==> src/rtl/vls_pkg.sv <==
package vls_pkg;
  typedef enum logic [1:0] {
    ST_IDLE = 2'd0,
    ST_SKIP = 2'd1,
    ST_EXEC = 2'd2
  } vls_state_e;

  localparam int unsigned LANES  = 2;
  localparam int unsigned LN_SRC = 0;
  localparam int unsigned LN_DST = 1;
endpackage

==> src/rtl/vls_lane.sv <==
module vls_lane #(
  parameter int unsigned MAX_VL = 64,
  localparam int unsigned STEP_W = $clog2(MAX_VL + 1),
  localparam int unsigned IDX_W  = (MAX_VL > 1) ? $clog2(MAX_VL) : 1
) (
  input  logic              clk_i,
  input  logic              rst_ni,
  input  logic              load_i,
  input  logic [MAX_VL-1:0] mask_i,
  input  logic              zero_en_i,
  input  logic [STEP_W-1:0] vl_i,
  input  logic              skip_en_i,
  input  logic              inc_i,
  input  logic              clr_i,
  output logic [STEP_W-1:0] step_o,
  output logic              skip_o,
  output logic              end_o,
  output logic              last_o,
  output logic              zero_o
);
  logic [STEP_W-1:0] step_q;
  logic [MAX_VL-1:0] mask_q;
  logic              zero_en_q;
  logic              bit_sel;

  // steps at or beyond MAX_VL see a clear bit
  assign bit_sel = (step_q < STEP_W'(MAX_VL)) ? mask_q[step_q[IDX_W-1:0]] : 1'b0;

  assign end_o  = (step_q == vl_i);
  assign last_o = ((step_q + STEP_W'(1)) == vl_i);
  assign skip_o = !zero_en_q && !bit_sel && !end_o;
  assign zero_o = zero_en_q && !bit_sel;
  assign step_o = step_q;

  always_ff @(posedge clk_i or negedge rst_ni) begin
    if (!rst_ni) begin
      step_q    <= '0;
      mask_q    <= '0;
      zero_en_q <= 1'b0;
    end else begin
      if (load_i) begin
        mask_q    <= mask_i;
        zero_en_q <= zero_en_i;
      end
      if (load_i || clr_i)            step_q <= '0;
      else if (skip_en_i && skip_o)   step_q <= step_q + STEP_W'(1);
      else if (inc_i)                 step_q <= step_q + STEP_W'(1);
    end
  end

  p_no_skip_zeroing_r5: assert property (@(posedge clk_i) disable iff (!rst_ni)
    (skip_en_i && zero_en_q && !load_i && !clr_i) |=> step_q == $past(step_q));
endmodule

==> src/rtl/vls_ctrl.sv <==
module vls_ctrl
  import vls_pkg::*;
#(
  parameter int unsigned MAX_VL = 64,
  localparam int unsigned STEP_W = $clog2(MAX_VL + 1)
) (
  input  logic              clk_i,
  input  logic              rst_ni,
  input  logic              start_i,
  input  logic              done_i,
  input  logic [STEP_W-1:0] vl_i,
  input  logic              twin_i,
  input  logic              out_vec_i,
  input  logic              in_vec_i,
  input  logic              any_skip_i,
  input  logic              any_end_i,
  input  logic              any_last_i,
  output logic [STEP_W-1:0] vl_o,
  output logic              load_o,
  output logic              skip_en_o,
  output logic              inc_o,
  output logic              clr_o,
  output logic              busy_o,
  output logic              ready_o,
  output logic              hold_o,
  output logic              adv_o
);
  vls_state_e        state_q, state_d;
  logic [STEP_W-1:0] vl_q;
  logic              twin_q, out_vec_q, in_vec_q;
  logic              adv_q, adv_d;
  logic              is_vec;

  assign is_vec = out_vec_q || (twin_q && in_vec_q);

  always_comb begin
    state_d = state_q;
    load_o  = 1'b0;
    inc_o   = 1'b0;
    clr_o   = 1'b0;
    adv_d   = 1'b0;
    unique case (state_q)
      ST_IDLE: if (start_i) begin
        if (vl_i == '0) adv_d = 1'b1;
        else begin
          load_o  = 1'b1;
          state_d = ST_SKIP;
        end
      end
      ST_SKIP: if (!any_skip_i) begin
        if (any_end_i) begin
          clr_o   = 1'b1;
          adv_d   = 1'b1;
          state_d = ST_IDLE;
        end else state_d = ST_EXEC;
      end
      ST_EXEC: if (done_i) begin
        if (is_vec && !any_last_i) begin
          inc_o   = 1'b1;
          state_d = ST_SKIP;
        end else begin
          clr_o   = 1'b1;
          adv_d   = 1'b1;
          state_d = ST_IDLE;
        end
      end
      default: state_d = ST_IDLE;
    endcase
  end

  always_ff @(posedge clk_i or negedge rst_ni) begin
    if (!rst_ni) begin
      state_q   <= ST_IDLE;
      vl_q      <= '0;
      twin_q    <= 1'b0;
      out_vec_q <= 1'b0;
      in_vec_q  <= 1'b0;
      adv_q     <= 1'b0;
    end else begin
      state_q <= state_d;
      adv_q   <= adv_d;
      if (load_o) begin
        vl_q      <= vl_i;
        twin_q    <= twin_i;
        out_vec_q <= out_vec_i;
        in_vec_q  <= in_vec_i;
      end
    end
  end

  assign vl_o      = vl_q;
  assign skip_en_o = (state_q == ST_SKIP);
  assign busy_o    = (state_q == ST_SKIP);
  assign ready_o   = (state_q == ST_EXEC);
  assign hold_o    = (state_q != ST_IDLE);
  assign adv_o     = adv_q;

  p_vl0_skip_r2: assert property (@(posedge clk_i) disable iff (!rst_ni)
    (state_q == ST_IDLE && start_i && vl_i == '0) |=> (adv_o && !busy_o && !ready_o));
  p_adv_single_r8: assert property (@(posedge clk_i) disable iff (!rst_ni)
    adv_o |=> !adv_o);
endmodule

==> src/rtl/vec_loop_seq.sv <==
module vec_loop_seq
  import vls_pkg::*;
#(
  parameter int unsigned MAX_VL = 64,
  localparam int unsigned STEP_W = $clog2(MAX_VL + 1)
) (
  input  logic              clk_i,
  input  logic              rst_ni,
  input  logic              start_i,
  input  logic [STEP_W-1:0] vl_i,
  input  logic [MAX_VL-1:0] src_mask_i,
  input  logic [MAX_VL-1:0] dst_mask_i,
  input  logic              src_zero_i,
  input  logic              dst_zero_i,
  input  logic              twin_pred_i,
  input  logic              out_vec_i,
  input  logic              in_vec_i,
  input  logic              done_i,
  output logic              busy_o,
  output logic              ready_o,
  output logic [STEP_W-1:0] src_step_o,
  output logic [STEP_W-1:0] dst_step_o,
  output logic              zero_src_o,
  output logic              zero_dst_o,
  output logic              cr_ok_o,
  output logic              pc_hold_o,
  output logic              pc_adv_o
);
  logic [LANES-1:0][MAX_VL-1:0] mask_a;
  logic [LANES-1:0]             zen_a;
  logic [LANES-1:0][STEP_W-1:0] step_a;
  logic [LANES-1:0]             skip_a, end_a, last_a, zero_a;
  logic [STEP_W-1:0]            vl_q;
  logic load, skip_en, inc, clr;

  assign mask_a = {dst_mask_i, src_mask_i};
  assign zen_a  = {dst_zero_i, src_zero_i};

  for (genvar g = 0; g < LANES; g++) begin : g_lane
    vls_lane #(.MAX_VL(MAX_VL)) lane_i (
      .clk_i     (clk_i),
      .rst_ni    (rst_ni),
      .load_i    (load),
      .mask_i    (mask_a[g]),
      .zero_en_i (zen_a[g]),
      .vl_i      (vl_q),
      .skip_en_i (skip_en),
      .inc_i     (inc),
      .clr_i     (clr),
      .step_o    (step_a[g]),
      .skip_o    (skip_a[g]),
      .end_o     (end_a[g]),
      .last_o    (last_a[g]),
      .zero_o    (zero_a[g])
    );
  end

  vls_ctrl #(.MAX_VL(MAX_VL)) ctrl_i (
    .clk_i      (clk_i),
    .rst_ni     (rst_ni),
    .start_i    (start_i),
    .done_i     (done_i),
    .vl_i       (vl_i),
    .twin_i     (twin_pred_i),
    .out_vec_i  (out_vec_i),
    .in_vec_i   (in_vec_i),
    .any_skip_i (|skip_a),
    .any_end_i  (|end_a),
    .any_last_i (|last_a),
    .vl_o       (vl_q),
    .load_o     (load),
    .skip_en_o  (skip_en),
    .inc_o      (inc),
    .clr_o      (clr),
    .busy_o     (busy_o),
    .ready_o    (ready_o),
    .hold_o     (pc_hold_o),
    .adv_o      (pc_adv_o)
  );

  assign src_step_o = step_a[LN_SRC];
  assign dst_step_o = step_a[LN_DST];
  assign zero_src_o = ready_o && zero_a[LN_SRC];
  assign zero_dst_o = ready_o && zero_a[LN_DST];
  assign cr_ok_o    = ready_o && !zero_a[LN_DST];

  p_no_overlap_r1: assert property (@(posedge clk_i) disable iff (!rst_ni)
    !(busy_o && ready_o));
  p_skip_stride_r3: assert property (@(posedge clk_i) disable iff (!rst_ni)
    busy_o |=> (src_step_o == $past(src_step_o) || src_step_o == $past(src_step_o) + STEP_W'(1)
                || (src_step_o == '0 && dst_step_o == '0)));
  p_step_bound_r6: assert property (@(posedge clk_i) disable iff (!rst_ni)
    pc_hold_o |-> (src_step_o <= vl_q && dst_step_o <= vl_q));
  p_lockstep_r7: assert property (@(posedge clk_i) disable iff (!rst_ni)
    (ready_o && done_i) |=>
      ((src_step_o == $past(src_step_o) + STEP_W'(1) && dst_step_o == $past(dst_step_o) + STEP_W'(1) && !pc_adv_o)
       || (src_step_o == '0 && dst_step_o == '0 && pc_adv_o)));
  p_adv_reset_r8: assert property (@(posedge clk_i) disable iff (!rst_ni)
    pc_adv_o |-> (src_step_o == '0 && dst_step_o == '0 && !pc_hold_o));
  p_cr_zero_r10: assert property (@(posedge clk_i) disable iff (!rst_ni)
    zero_dst_o |-> !cr_ok_o);
endmodule

==> config.mk <==
export PLATFORM = sky130hd
export DESIGN_NAME = vec_loop_seq
export DESIGN_NICKNAME = d
export VERILOG_FILES = /design/src/rtl/vls_pkg.sv /design/src/rtl/vls_lane.sv /design/src/rtl/vls_ctrl.sv /design/src/rtl/vec_loop_seq.sv
export SDC_FILE = /design/constraint.sdc
export NUM_CORES = 1
export LEC_CHECK = 0
export BUFFER_PORTS_ARGS = -buffer_cell sky130_fd_sc_hd__buf_2
export CAP_MARGIN = 20
export CORE_MARGIN = 1.5
export CORE_UTILIZATION = 50
export CTS_BUF_LIST = sky130_fd_sc_hd__clkbuf_8
export DETAILED_ROUTE_END_ITERATION = 8
export GPL_TIMING_DRIVEN = 0
export MAX_ROUTING_LAYER = met4
export PLACE_DENSITY_LB_ADDON = 0.15
export SKIP_LAST_GASP = 1
export SLEW_MARGIN = 20
export SYNTH_ARGS = -nofsm -noshare
export SYNTH_HDL_FRONTEND = slang
export SYNTH_HIERARCHICAL = 1
export SYNTH_SLANG_ARGS = --single-unit
==> constraint.sdc <==
create_clock -name clk_i -period 5 [get_ports clk_i]
set_input_delay 0.25 -clock clk_i [delete_from_list [all_inputs] [get_ports clk_i]]
set_output_delay 0.25 -clock clk_i [all_outputs]
set_load 0.005 [all_outputs]
==> results.py <==
metrics = {
    "run": {
        "cap_viol_max_count": 0,
    },
    "power": {
        "peakVddDrop_mv": 0.350,
        "total_power_w": 0.00543,
        "p_leak_nw": 4.50,
        "powerDensity_nw_per_um2": 540,
    },
    "yosys": {
        "yosys-mux-area-fraction_pct": 31.5,
        "synth_cell_type_count": 49,
        "syn_nets": 745,
        "synth_xor_area_share_pct": 2.88,
        "ys_ff_latch": 157,
        "postSynthCellCount": 595,
        "synth_ff_type": "dfrtp_1",
        "synthAdderAreaFrac_pct": 0.948,
        "synth_top_family_by_area": "multiplexers",
        "synth_area_per_cell_um2": 13.3,
        "ys_warn_count": 6,
        "seq_area_frac_synth_pct": 49.6,
        "synth-edff-count": 0,
        "async_flop_share_pct": 100,
        "yosys.area_share.simple_pct": 6.46,
        "synth_area_um2": 7920,
        "synth_compound_area_share_pct": 5.69,
    },
    "placed_design": {
        "dp_hpwl_um": 13900,
        "gp_congestion": 0.867,
        "portBuffers": 164,
        "dp_worst_setup_slack_ns": 0.912,
    },
    "final_layout": {
        "drive_gt1_share_pct": 46.5,
        "layout.nets": 992,
        "final_common_cell": "buf_2",
        "diodes": 0,
        "mostFrequentLayoutCells": "buf_2 (171), dfrtp_1 (157), mux2_2 (142)",
        "area_delta_synth_final_pct": 27.1,
        "fillCellCount": 1192,
        "final_util_pct": 65.8,
    },
    "routing": {
        "via_per_inst": 5.31,
        "drt-pass1-iter-count": 4,
        "num_vias": 5658,
        "antenna_left": 0,
        "drtIter0Drc": 351,
        "avgRoutedWirePerCell_um": 17.9,
        "drc": 0,
        "wl_um": 19100,
    },
    "cts": {
        "clk_pin_slew_ns": 0.09,
        "clk_path_buf_depth": 2,
        "cts_made_buffers": 17,
        "cts_resized": 0,
        "insertion_delay_ns": 0.46,
        "cts.htree.levels": 4,
        "clockRootBuffer": "clkbuf_8",
        "cts.sinks": 157,
        "tritoncts": "done",
    },
    "die": {
        "die_w_um": 129,
        "dieHeight_um": 129,
        "ioPinCount": 165,
        "dieArea_um2": 16600,
        "rows": 45,
        "core_um2": 15300,
        "start_util_pct": 51.7,
    },
    "sta": {
        "min_period_over_period_pct": 82.5,
        "tightest_slew_ns": 0.705,
        "period_needed_ns": 4.13,
        "worst_slack_ns": 0.874,
        "timing.setup.tns_ns": 0,
        "setup_viol": 0,
        "fmaxAchievable_mhz": 242,
        "slew_violations": 0,
        "rsz0062_at_grt": "no",
        "hold_ws_ns": 0.0224,
        "slew_headroom_pct": 53.0,
        "fin_worst_skew_ns": 0.0135,
        "hold_viol": 0,
    },
    "critical_path": {
        "reg2reg_slack_ns": 0.87,
        "path_buf_inv": 2,
        "crit_path_max_incr_delay_ns": 0.57,
        "crit_fanout": 10,
        "cp_slowest_cell": "buf_1",
        "cp-end-kind": "flop",
        "worst-setup-path-type": "flop to flop",
        "worstPathArrival_ns": 4.46,
        "crit_start": "g_lane[1].lane_i/step_o[2]$_DFFE_PN0P_",
        "crit_top_cell": "o22a_1",
        "cp_cell_sequence": "buf_2, buf_1, nand2_1, o22ai_1, a2111oi_0, a2111oi_2, o22a_1, nor3_1, or2_1, o22a_1, nor2b_1, or2_2, nor2_1, mux2_4",
        "cp-start-kind": "flop",
        "cp_data_required_time_ns": 5.34,
        "rr_startpoint": "g_lane[1].lane_i/step_o[2]$_DFFE_PN0P_",
        "path_delay_family": "simple AND/OR/NAND/NOR gates",
    },
    "grt": {
        "overflow": 0,
        "grt_pass1_wl_um": 30800,
        "antenna_found_initial": 0,
        "grtUsageTotal_pct": 25.1,
        "grt_pass1_vias": 6190,
        "grt_max_degree": 93,
    },
    "hold_path": {
        "min_from": "dst_mask_i[44]",
        "hold_class": "input port to flop",
    },
    "outcome": {
        "status": "complete, no violations",
    },
}
## worst paths after layout
| check | end | cells past startpoint |
|---|---|---|
| worst max-delay path | g_lane[0].lane_i/step_o[5]$_DFFE_PN0P_ | 14 |
| worst min-delay path | g_lane[1].lane_i/mask_q[44]$_DFFE_PN0P_ | 2 |
| worst max register to register | g_lane[0].lane_i/step_o[5]$_DFFE_PN0P_ | 14 |
| worst min register to register | g_lane[1].lane_i/mask_q[14]$_DFFE_PN0P_ | 1 |
| max in group asynchronous | g_lane[0].lane_i/mask_q[59]$_DFFE_PN0P_ | 3 |
| min in group asynchronous | g_lane[1].lane_i/mask_q[59]$_DFFE_PN0P_ | 2 |
## sequential cells by signal, summed over array words and instances, names as in the netlist
| name | flops |
|---|---|
| g_lane.lane_i/zero_en_q | 2 |
| ctrl_i/in_vec_q | 1 |
| ctrl_i/out_vec_q | 1 |
| ctrl_i/vl_o | 7 |
| ctrl_i/twin_q | 1 |
| ctrl_i/state_q | 2 |
| g_lane.lane_i/mask_q | 128 |
| ctrl_i/adv_o | 1 |
| g_lane.lane_i/step_o | 14 |
## power by group
part / total, W / internal (W) / switching [W] / leakage [nW]
combinational: 0.00227 / 0.00130 / 0.000966 / 2.44
clock: 0.000953 / 0.000449 / 0.000504 / 0.182
sequential: 0.00221 / 0.00187 / 0.000341 / 1.88
## synth_stat cells, drive strengths merged (4+ instances only)
| cell type | n | area share, % |
|---|---|---|
| o22ai | 12 | 0.95 |
| nor2 | 10 | 0.47 |
| o221ai | 4 | 0.44 |
| nand2b | 5 | 0.39 |
| a21oi | 8 | 0.51 |
| mux2 | 153 | 22 |
| or2 | 7 | 0.55 |
| and3 | 8 | 0.63 |
| nand2 | 25 | 1.2 |
| clkbuf | 14 | 0.66 |
| nor3 | 11 | 0.98 |
| buf | 20 | 1.6 |
| nor4 | 5 | 0.47 |
| ha | 6 | 0.95 |
| xnor2 | 18 | 2.0 |
| mux4 | 16 | 4.5 |
| xor2 | 8 | 0.88 |
| inv | 14 | 0.66 |
| or3 | 7 | 0.55 |
| a2111oi | 4 | 0.60 |
| mux2i | 37 | 4.7 |
| o21ai | 14 | 0.98 |
| dfrtp | 157 | 50 |
## timing repair
item	CTS	global route
hold buffers	62	1
endpoints found under the hold margin	126	1
buffers inserted	0	0
## worst reg2reg max path: stages, from the launching register on
cell	delay, ns
dfrtp_1	0.38
buf_2	0.25
buf_1	0.58
nand2_1	0.24
o22ai_1	0.18
a2111oi_0	0.10
a2111oi_2	0.40
o22a_1	0.30
nor3_1	0.07
or2_1	0.27
o22a_1	0.19
nor2b_1	0.48
or2_2	0.26
nor2_1	0.05
mux2_4	0.27
## metrics by stage
stage	cells	cell area [µm²]
after floorplan	595	7920
final	1066	10100
after global routing	1066	10100
after global placement	970	9000
after detailed placement	971	9040
after CTS	1065	10100
## kinds of logic (layout without fill, tap and decap cells)
family | count (synthesis) | in the layout
AO/OA/AOI/OAI | 60 | 60
XOR/XNOR | 26 | 26
flip-flops | 157 | 157
AND/OR/NAND/NOR | 92 | 92
buffers and inverters | 48 | 308
multiplexers | 206 | 206
adder cells (fa/ha/maj) | 6 | 6
## per-layer routing
layer | wire [µm] | share of wire, % | global-route usage, % | up-vias
li1 | - | - | - | 2671
met1 | 7840 | 41 | 29.2 | 2815
met2 | 10200 | 53 | 43.3 | 150
met3 | 744 | 3.9 | 4.66 | 22
met4 | 308 | 1.6 | 9.58 | 0
met5 | 0 | 0 | - | -
## cell type report
type                            instances  area, µm²  share of cell area [%]
Sequential cell                       157       3930                    39.0
Clock inverter                         15        163                    1.62
Inverter                               14       52.6                   0.522
Multi-Input combinational cell        390       3760                    37.3
Clock buffer                           17        234                    2.32
Tap cell                              211        264                    2.62
Buffer                                 34        179                    1.78
Timing Repair Buffer                  228       1490                    14.8
Power figures use the tool's default switching activity.
